--- config.mk ---
export PLATFORM = sky130hd
export DESIGN_NAME = gpt_capcmp
export DESIGN_NICKNAME = d
export VERILOG_FILES = /design/src/rtl/gpt_pkg.sv /design/src/rtl/gpt_edge_sync.sv /design/src/rtl/gpt_tick_gen.sv /design/src/rtl/gpt_count_core.sv /design/src/rtl/gpt_capcmp.sv
export SDC_FILE = /design/constraint.sdc
export NUM_CORES = 1
export LEC_CHECK = 0
export ABC_AREA = 1
export BUFFER_PORTS_ARGS = -buffer_cell sky130_fd_sc_hd__buf_2
export CAP_MARGIN = 20
export CORE_MARGIN = 2
export CORE_UTILIZATION = 45
export DETAILED_ROUTE_END_ITERATION = 10
export PLACE_DENSITY = 0.71
export SETUP_SLACK_MARGIN = 0.4
export SLEW_MARGIN = 10
export SYNTH_ARGS = -nofsm -noshare
export SYNTH_HDL_FRONTEND = slang
export SYNTH_SLANG_ARGS = --single-unit
export TNS_END_PERCENT = 100
--- constraint.sdc ---
create_clock -name clk -period 1.97 [get_ports clk]
set_input_delay 0 -clock clk [delete_from_list [all_inputs] [get_ports clk]]
set_output_delay 0 -clock clk [all_outputs]
set_load 0.03 [all_outputs]
--- src/rtl/gpt_pkg.sv ---
package gpt_pkg;
  localparam int CNT_W  = 16;
  localparam int PS_W   = 8;
  localparam int ADDR_W = 3;

  localparam logic [ADDR_W-1:0] A_MODE = 3'd0;
  localparam logic [ADDR_W-1:0] A_REF  = 3'd1;
  localparam logic [ADDR_W-1:0] A_CAPT = 3'd2;
  localparam logic [ADDR_W-1:0] A_CNT  = 3'd3;
  localparam logic [ADDR_W-1:0] A_EVT  = 3'd4;

  typedef enum logic [1:0] {
    SRC_OFF  = 2'b00,
    SRC_SYS  = 2'b01,
    SRC_D16  = 2'b10,
    SRC_PIN  = 2'b11
  } gpt_src_e;

  typedef struct packed {
    logic [PS_W-1:0] presc;
    logic [1:0]      cap_sel;
    logic            out_tgl;
    logic            ref_ie;
    logic            restart;
    gpt_src_e        src;
    logic            en;
  } gpt_mode_t;
endpackage

--- src/rtl/gpt_edge_sync.sv ---
module gpt_edge_sync #(
  parameter int STAGES = 2
) (
  input  logic clk,
  input  logic rst_n,
  input  logic pin,
  output logic rise,
  output logic fall
);
  logic [STAGES-1:0] chain;
  logic              dly;

  generate
    for (genvar g = 0; g < STAGES; g++) begin : g_stage
      if (g == 0) begin : g_first
        always_ff @(posedge clk or negedge rst_n) begin
          if (!rst_n) chain[0] <= 1'b0;
          else        chain[0] <= pin;
        end
      end else begin : g_next
        always_ff @(posedge clk or negedge rst_n) begin
          if (!rst_n) chain[g] <= 1'b0;
          else        chain[g] <= chain[g-1];
        end
      end
    end
  endgenerate

  always_ff @(posedge clk or negedge rst_n) begin
    if (!rst_n) dly <= 1'b0;
    else        dly <= chain[STAGES-1];
  end

  assign rise = chain[STAGES-1] & ~dly;
  assign fall = ~chain[STAGES-1] & dly;
endmodule

--- src/rtl/gpt_tick_gen.sv ---
module gpt_tick_gen
  import gpt_pkg::*;
#(
  parameter int PW    = PS_W,
  parameter int DIV_N = 16
) (
  input  logic          clk,
  input  logic          rst_n,
  input  logic          en,
  input  gpt_src_e      src,
  input  logic [PW-1:0] presc,
  input  logic          pin_fall,
  output logic          tick
);
  localparam int DW = $clog2(DIV_N);
  localparam logic [DW-1:0] DLAST = DW'(DIV_N - 1);

  logic [DW-1:0] div_q;
  logic [PW-1:0] pc_q;
  logic          src_pulse;
  logic          pc_full;

  always_ff @(posedge clk or negedge rst_n) begin
    if (!rst_n)   div_q <= '0;
    else if (!en) div_q <= '0;
    else          div_q <= (div_q == DLAST) ? '0 : div_q + 1'b1;
  end

  always_comb begin
    unique case (src)
      SRC_SYS: src_pulse = 1'b1;
      SRC_D16: src_pulse = (div_q == DLAST);
      SRC_PIN: src_pulse = pin_fall;
      default: src_pulse = 1'b0;
    endcase
  end

  assign pc_full = (pc_q >= presc);

  always_ff @(posedge clk or negedge rst_n) begin
    if (!rst_n)         pc_q <= '0;
    else if (!en)       pc_q <= '0;
    else if (src_pulse) pc_q <= pc_full ? '0 : pc_q + 1'b1;
  end

  assign tick = en & src_pulse & pc_full;

  AST_TICK_NEEDS_SOURCE: assert property (@(posedge clk) disable iff (!rst_n)
    (tick && src == SRC_OFF) |-> 1'b0) else $error("tick with source off");
endmodule

--- src/rtl/gpt_count_core.sv ---
module gpt_count_core
  import gpt_pkg::*;
#(
  parameter int CW = CNT_W
) (
  input  logic          clk,
  input  logic          rst_n,
  input  logic          en,
  input  logic          tick,
  input  logic          restart,
  input  logic [CW-1:0] ref_val,
  input  logic          ld,
  input  logic [CW-1:0] ld_val,
  input  logic          clr,
  output logic [CW-1:0] cnt,
  output logic          match
);
  logic [CW-1:0] nxt;
  logic          at_ref;

  assign at_ref = (cnt == ref_val);
  assign nxt    = (restart && at_ref) ? '0 : cnt + 1'b1;
  assign match  = tick & ~ld & ~clr & (nxt == ref_val);

  always_ff @(posedge clk or negedge rst_n) begin
    if (!rst_n)          cnt <= '0;
    else if (clr || !en) cnt <= '0;
    else if (ld)         cnt <= ld_val;
    else if (tick)       cnt <= nxt;
  end

  AST_RESTART_ZERO: assert property (@(posedge clk) disable iff (!rst_n)
    (tick && restart && at_ref && !ld && !clr) |=> (cnt == '0))
    else $error("restart did not zero counter");
  AST_CNT_HELD: assert property (@(posedge clk) disable iff (!rst_n)
    (!en) |=> (cnt == '0)) else $error("counter moved while disabled");
endmodule

--- src/rtl/gpt_capcmp.sv ---
module gpt_capcmp
  import gpt_pkg::*;
(
  input  logic        clk,
  input  logic        rst_n,
  input  logic        reg_wr,
  input  logic [2:0]  reg_waddr,
  input  logic [15:0] reg_wdata,
  input  logic [2:0]  reg_raddr,
  output logic [15:0] reg_rdata,
  input  logic        tmr_in,
  output logic        tmr_out,
  output logic        tmr_irq
);
  gpt_mode_t         mode_q;
  logic [CNT_W-1:0]  ref_q;
  logic [CNT_W-1:0]  capt_q;
  logic [1:0]        evt_q;
  logic              out_q;
  logic [CNT_W-1:0]  cnt;
  logic              match;
  logic              tick;
  logic              pin_rise, pin_fall;
  logic              cap_hit;
  logic              wr_mode, wr_ref, wr_cnt, wr_evt;
  logic              soft_rst;
  logic [1:0]        evt_clr;

  assign wr_mode  = reg_wr && (reg_waddr == A_MODE);
  assign wr_ref   = reg_wr && (reg_waddr == A_REF);
  assign wr_cnt   = reg_wr && (reg_waddr == A_CNT);
  assign wr_evt   = reg_wr && (reg_waddr == A_EVT);
  assign soft_rst = wr_mode && mode_q.en && !reg_wdata[0];
  assign evt_clr  = wr_evt ? reg_wdata[1:0] : 2'b00;

  gpt_edge_sync #(.STAGES(2)) u_sync (
    .clk  (clk),
    .rst_n(rst_n),
    .pin  (tmr_in),
    .rise (pin_rise),
    .fall (pin_fall)
  );

  gpt_tick_gen #(.PW(PS_W), .DIV_N(16)) u_tick (
    .clk     (clk),
    .rst_n   (rst_n),
    .en      (mode_q.en),
    .src     (mode_q.src),
    .presc   (mode_q.presc),
    .pin_fall(pin_fall),
    .tick    (tick)
  );

  gpt_count_core #(.CW(CNT_W)) u_core (
    .clk    (clk),
    .rst_n  (rst_n),
    .en     (mode_q.en),
    .tick   (tick),
    .restart(mode_q.restart),
    .ref_val(ref_q),
    .ld     (wr_cnt),
    .ld_val (reg_wdata),
    .clr    (soft_rst),
    .cnt    (cnt),
    .match  (match)
  );

  always_comb begin
    unique case (mode_q.cap_sel)
      2'b01:   cap_hit = pin_rise;
      2'b10:   cap_hit = pin_fall;
      2'b11:   cap_hit = pin_rise | pin_fall;
      default: cap_hit = 1'b0;
    endcase
    cap_hit = cap_hit & mode_q.en;
  end

  always_ff @(posedge clk or negedge rst_n) begin
    if (!rst_n)       mode_q <= '0;
    else if (wr_mode) mode_q <= gpt_mode_t'(reg_wdata);
  end

  always_ff @(posedge clk or negedge rst_n) begin
    if (!rst_n)        ref_q <= '1;
    else if (soft_rst) ref_q <= '1;
    else if (wr_ref)   ref_q <= reg_wdata;
  end

  always_ff @(posedge clk or negedge rst_n) begin
    if (!rst_n)        capt_q <= '0;
    else if (soft_rst) capt_q <= '0;
    else if (cap_hit)  capt_q <= cnt;
  end

  always_ff @(posedge clk or negedge rst_n) begin
    if (!rst_n)        evt_q <= '0;
    else if (soft_rst) evt_q <= '0;
    else               evt_q <= (evt_q & ~evt_clr) | {match, cap_hit};
  end

  always_ff @(posedge clk or negedge rst_n) begin
    if (!rst_n)                      out_q <= 1'b1;
    else if (soft_rst || !mode_q.en) out_q <= 1'b1;
    else if (match)                  out_q <= mode_q.out_tgl ? ~out_q : 1'b0;
    else if (!mode_q.out_tgl)        out_q <= 1'b1;
  end

  always_comb begin
    unique case (reg_raddr)
      A_MODE:  reg_rdata = mode_q;
      A_REF:   reg_rdata = ref_q;
      A_CAPT:  reg_rdata = capt_q;
      A_CNT:   reg_rdata = cnt;
      A_EVT:   reg_rdata = {14'd0, evt_q};
      default: reg_rdata = '0;
    endcase
  end

  assign tmr_out = out_q;
  assign tmr_irq = (evt_q[1] & mode_q.ref_ie) | (evt_q[0] & |mode_q.cap_sel);

  AST_OUT_FALL_NEEDS_MATCH: assert property (@(posedge clk) disable iff (!rst_n)
    $fell(out_q) |-> $past(match)) else $error("output fell without match");
  AST_SOFT_RST_VALUES: assert property (@(posedge clk) disable iff (!rst_n)
    soft_rst |=> (ref_q == 16'hFFFF && cnt == '0 && capt_q == '0 && evt_q == 2'b00 && out_q))
    else $error("soft reset values wrong");
  AST_CAP_LATCH: assert property (@(posedge clk) disable iff (!rst_n)
    (cap_hit && !soft_rst) |=> (capt_q == $past(cnt) && evt_q[0]))
    else $error("capture did not latch");
  AST_MATCH_SETS_FLAG: assert property (@(posedge clk) disable iff (!rst_n)
    (match && !soft_rst) |=> evt_q[1]) else $error("match flag lost");
  AST_IRQ_SOURCE: assert property (@(posedge clk) disable iff (!rst_n)
    tmr_irq |-> (evt_q != 2'b00)) else $error("irq without flag");
endmodule

# Word level (Yosys, flattened, before mapping)
# Cells that the tools add are included.
# word_totals
word_cells	97
in_bits	26
out_inout_bits	18
regBits	82
# op_classes
n_reduce_logical	16
mux	22
eq_ne	18
n_lt_le_gt_ge	1
addsub	3
bitwise_logic	20
# ops
operator	n
16-bit two-way mux	8
16-bit case mux with 5 select lines	1
16-bit equality test	2
8-bit two-way mux	3
16-bit by 1-bit adder with 16-bit output (second input constant)	1
1-bit AND	10
3-bit by 2-bit equality test with 1-bit output (second input constant)	3
8-bit by 1-bit adder with 8-bit output (second input constant)	1
2-bit equality test (second input constant)	4
8-bit >= comparator	1
4-bit two-way mux	2
1-bit logical AND	7
3-bit by 1-bit equality test with 1-bit output (second input constant)	2
3-bit equality test (second input constant)	2
3-bit zero test	2
1-bit case mux with 3 select lines	2
1-bit inverter	5
4-bit by 1-bit adder with 4-bit output (second input constant)	1
2-bit by 1-bit equality test with 1-bit output (second input constant)	2
4-bit equality test (second input constant)	1
1-bit two-way mux	4
2-bit two-way mux	2
2-bit nonzero test	2
3-bit by 1-bit inequality test with 1-bit output (second input constant)	1
other kinds (9)	11

# Logic depth before layout (Yosys ltp)
# depth
word_depth	10
depth_mapped	18
depth_no_buf	17

# Hierarchy
# From an unflattened synthesis, not the netlist that was laid out.
# unflattened
hier_cells	854
area_unflattened_um2	5803.1
# modules_own_cells
mod	area_each_um2	seq_area_each_um2	instances	cells_each
gpt_capcmp	2849.0	1297.5	1	362
gpt_count_core	1938.1	400.4	1	360
gpt_tick_gen	925.9	300.3	1	125
gpt_edge_sync	90.1	75.1	1	7

# Worst setup path before layout
# Ideal clock, no wire load.
# synth_path
path_kind	register to register
from	register mode_q[13] (netlist name)
to	register u_core.cnt[15]
stages_incl_launch_ff	13
path_slack_ns	-0.076
setup_ns	0.131
synth_period_minus_slack_ns	2.046
path_buffers	0
required_time_ns	1.839
arrival_time_ns	1.914
path_cell_list	dfrtp_1 -> inv_1 -> ha_1 -> a21oi_1 -> nor2_1 -> a211oi_1 -> nand3_1 -> nand2_1 -> inv_1 -> nor3_2 -> clkinv_1 -> o2111ai_1 -> o21ai_0
# synth_via
elab_chain_cells	3
# synth_rtl
element	line_no	text
start: declaration	gpt_capcmp.sv:15	gpt_mode_t mode_q;
start signal: assignment	gpt_capcmp.sv:80	else if (wr_mode) mode_q <= gpt_mode_t'(reg_wdata);
8-bit >= comparator	gpt_tick_gen.sv:38	assign pc_full = (pc_q >= presc);
1-bit AND	gpt_tick_gen.sv:46	assign tick = en & src_pulse & pc_full;
3-bit nonzero test (no line)	-	
end signal: assignment	gpt_count_core.sv:28	else if (ld) cnt <= ld_val;
end signal: assignment	gpt_count_core.sv:29	else if (tick) cnt <= nxt;
end: declaration	gpt_count_core.sv:15	output logic [CW-1:0] cnt,
# Every way passes these cells.
# A chain may end at the register's enable or synchronous reset.

# Final worst setup path
# layout_path
from	register ref_q[7]
to	register evt_q[1]
# layout_via
elab_chain_cells	7
# layout_rtl
element	line_no	text
start: declaration	gpt_capcmp.sv:16	logic [CNT_W-1:0] ref_q;
start signal: assignment	gpt_capcmp.sv:86	else if (wr_ref) ref_q <= reg_wdata;
16-bit equality test	gpt_count_core.sv:21	assign at_ref = (cnt == ref_val);
1-bit logical AND	gpt_count_core.sv:22	assign nxt = (restart && at_ref) ? '0 : cnt + 1'b1;
16-bit two-way mux	gpt_count_core.sv:22	
16-bit equality test *	gpt_count_core.sv:23	assign match = tick & ~ld & ~clr & (nxt == ref_val);
1-bit AND *	gpt_count_core.sv:23	
2-bit OR *	gpt_capcmp.sv:98	else evt_q <= (evt_q & ~evt_clr) | {match, cap_hit};
2-bit two-way mux *	gpt_capcmp.sv:97	else if (soft_rst) evt_q <= '0;
end signal: assignment	gpt_capcmp.sv:98	
end: declaration	gpt_capcmp.sv:18	logic [1:0] evt_q;
# Mark *: on every way between the ends. The rest lies on a longest branch, timed or not.

==> qor.yml <==
logic_synthesis:
  yosysWarnings: 0
  avgSynthCellArea_um2: 7.15
  async_flop_share_pct: 100
  seq_area_frac_synth_pct: 39.5
  synth_top_area_share_pct: 31.0
  syn_nets: 774
  synth_flop_cell: "dfrtp_1"
  syn_inst: 735
  synth_area_leaders: "dfrtp_1, nand2_1, dfstp_2, inv_1, o21ai_0"
  syn_area_um2: 5250
  synth-edff-count: 0
  yosysTopAreaCell: "dfrtp_1"
  ys_seq_elements: 82
  yosysUniqueCellTypes: 36
placement:
  place_inst: 1018
  place_hpwl_um: 13200
  globalplace.congestion: 0.938
  io_buffers: 43
final_layout:
  final_core_util_pct: 66.4
  layout_commonest_cell: "nand2_1"
  synthToLayoutAreaGrowth_pct: 44.4
  layout.nets: 965
  diodes: 0
  fin_cells: 1074
  final_cell_mix: "nand2_1, buf_4, inv_1, dfrtp_1, nand3_1"
  drive_above_1_share_pct: 35.2
floorplanning:
  start_util_pct: 46.0
  ioPinCount: 44
  die-width_um: 112
  die-area_um2: 12600
  num_rows: 39
  core-area_um2: 11400
  chipHeight_um: 112
clock_tree:
  clock_latency_ns: 0.34
  cts_tree: "built"
  clk_pin_slew_ns: 0.07
  cts-root-buf: "clkbuf_16"
  clockBufferDepth: 2
  cts.sinks: 82
  cts_buffers: 9
  htreeDepth: 3
sta:
  post-route-min-period_ns: 2.27
  rsz0062_at_grt: "yes"
  setup_slack_ns: -0.304
  fin_tns_setup_ns: -2.86
  drv_slew: 0
  min_period_over_period_pct: 115
  max_freq_mhz: 440
  clock_skew_ns: 0.00758
  slew_headroom_pct: 67.3
  worstMarginPinSlew_ns: 0.486
  hold_viol_final: 0
  finalSetupViolCount: 18
critical_path:
  crit_arrival_ns: 2.54
  critPathLaunchType: "flip-flop"
  cp_common_cell: "nand2_1"
  worstPathMaxFanout: 7
  critPathMaxStageDelay_ns: 0.56
  required_ns: 2.24
  crit_type: "reg -> reg"
  cp_slowest_cell: "dfstp_2"
  r2r_cells: 17
  cp_cell_sequence: "buf_6 > nand2_4 > nand2_2 > nor2_2 > nand2_2 > nor2_4 > nand3_4 > buf_12 > buf_16 > nand2_4 > nand2_1 > nand2_1 > nor2_1 > nand2_1 > nor2_2 > nand3_2 > a21oi_2"
  crit_path_end_kind: "flip-flop"
power:
  ir_drop_uv: 593
  power_density_nw_per_um2: 1100
  power_leakage_uw: 0.00374
grt:
  grt_pass1_wl_um: 29100
  globalRouteOverflowTotal: 0
  grt_usage_pct: 29.1
  grt_max_degree: 38
  grt_pass1_vias: 5709
  antenna_found_initial: 0
drt:
  vias: 5880
  wl_per_cell_um: 17.4
  initialDrtViolationCount: 641
  first_pass_iters: 8
  final_antenna_net_count: 0
  drcViolationCount: 0
  wl_um: 18700
  viasPerCell: 5.47
run:
  drv_cap: 0
hold_path:
  min_path_cells: 3
  holdCritPathClass: "in -> reg"
run_status:
  status: "finished, violations left"
  violations: "setup timing"
==> cell usage after synthesis (3+ instances only) <==
library cell,instances
nand3b_1,4
buf_4,3
a21oi_1,8
nand3_1,55
dfrtp_1,65
ha_1,13
o21ai_0,58
xnor2_1,3
xor2_1,16
nand2_1,234
inv_2,6
clkinv_1,4
dfstp_2,17
nor3_1,10
o2111ai_1,18
inv_1,89
nor2_1,45
nor2_2,5
nand4_1,8
clkbuf_1,19
o211ai_1,28
o22ai_1,9
==> flip-flops by register name (all words and copies together) (netlist names) <==
signal,cells
u_core.cnt,16
u_sync.chain,2
u_tick.div_q,4
evt_q,2
u_tick.pc_q,8
ref_q,16
tmr_out,1
mode_q,16
capt_q,16
u_sync.dly,1
==> final timing paths <==
path	startpoint	to	slack, ns
max reg2reg	ref_q[7]$_DFFE_PN1P_	evt_q[1]$_DFF_PN0_	-0.30
min	reg_wdata[2]	u_core.cnt[2]$_DFFE_PN0P_	0.007
max in group asynchronous	rst_n	ref_q[12]$_DFFE_PN1P_	1.18
max	ref_q[7]$_DFFE_PN1P_	evt_q[1]$_DFF_PN0_	-0.30
min in group asynchronous	rst_n	mode_q[15]$_DFFE_PN0P_	0.13
min reg2reg	u_sync.chain[0]$_DFF_PN0_	u_sync.chain[1]$_DFF_PN0_	0.35
==> power by group <==
part	leakage, uW	switching (uW)	internal [uW]	total (uW)
clock network	0.000131	722	884	1610
registers	0.00102	437	2190	2630
logic	0.00259	2290	1860	4150
total	0.00374	3450	4940	8380
==> layout make-up <==
| cell class | instances | area (um2) |
|---|---|---|
| tap | 143 | 179 |
| inverter | 99 | 384 |
| clock inverter | 5 | 30.0 |
| clock buffer | 11 | 243 |
| timing repair buffer | 205 | 1640 |
| timing repair inverter | 1 | 5.00 |
| sequential | 82 | 2080 |
| multi-input combinational | 528 | 3030 |
| fill | 968 | 3830 |
==> metrics by stage <==
stage / total power [uW] / hold slack, ns / area [um2] / setup slack [ns]
floorplan: 4380 / -0.296 / 5270 / 0.100
global placement: 5940 / -0.0476 / 6500 / -0.208
detailed placement: 6020 / -0.0408 / 6500 / -0.203
CTS: 7880 / 0.0157 / 7230 / -0.162
global route: 8870 / 0.0413 / 7590 / -0.422
finish: 8380 / 0.00686 / 7590 / -0.304
==> critical path, delay by kind of cell (launching register included) <==
family	cells	cell delay, ns
AO/OA/AOI/OAI	1	0.17
buffers and inverters	3	0.37
flip-flops	1	0.56
AND/OR/NAND/NOR	13	1.11
==> per-layer routing <==
| metal | GRT usage, % | part of all wire (%) | vias to the layer above | routed length [um] |
|---|---|---|---|---|
| met1 | 40.3 | 42 | 2803 | 7900 |
| met4 | 9.92 | 3.3 | 0 | 614 |
| met2 | 46.6 | 47 | 236 | 8790 |
| met3 | 5.18 | 7.3 | 47 | 1360 |
| li1 | - | - | 2794 | - |
| met5 | 0 | 0 | - | 0 |
==> kinds of logic after synthesis <==
logic type      synth area share, %
xor+xnor                       3.17
flops                          39.5
compound gates                 15.1
simple gates                   29.7
buf+inv                        9.43
fa+ha+maj                      3.10
==> timing repair <==
action / CTS / global route
setup buffers: 11 / 7
hold endpoints to repair: 70 / 0
hold buffers: 16 / 0
gates cloned: 2 / 4
resized for setup: 49 / 84
pin swaps: 4 / 26
setup endpoints to repair: 28 / 45
Power figures use the tool's default switching activity.
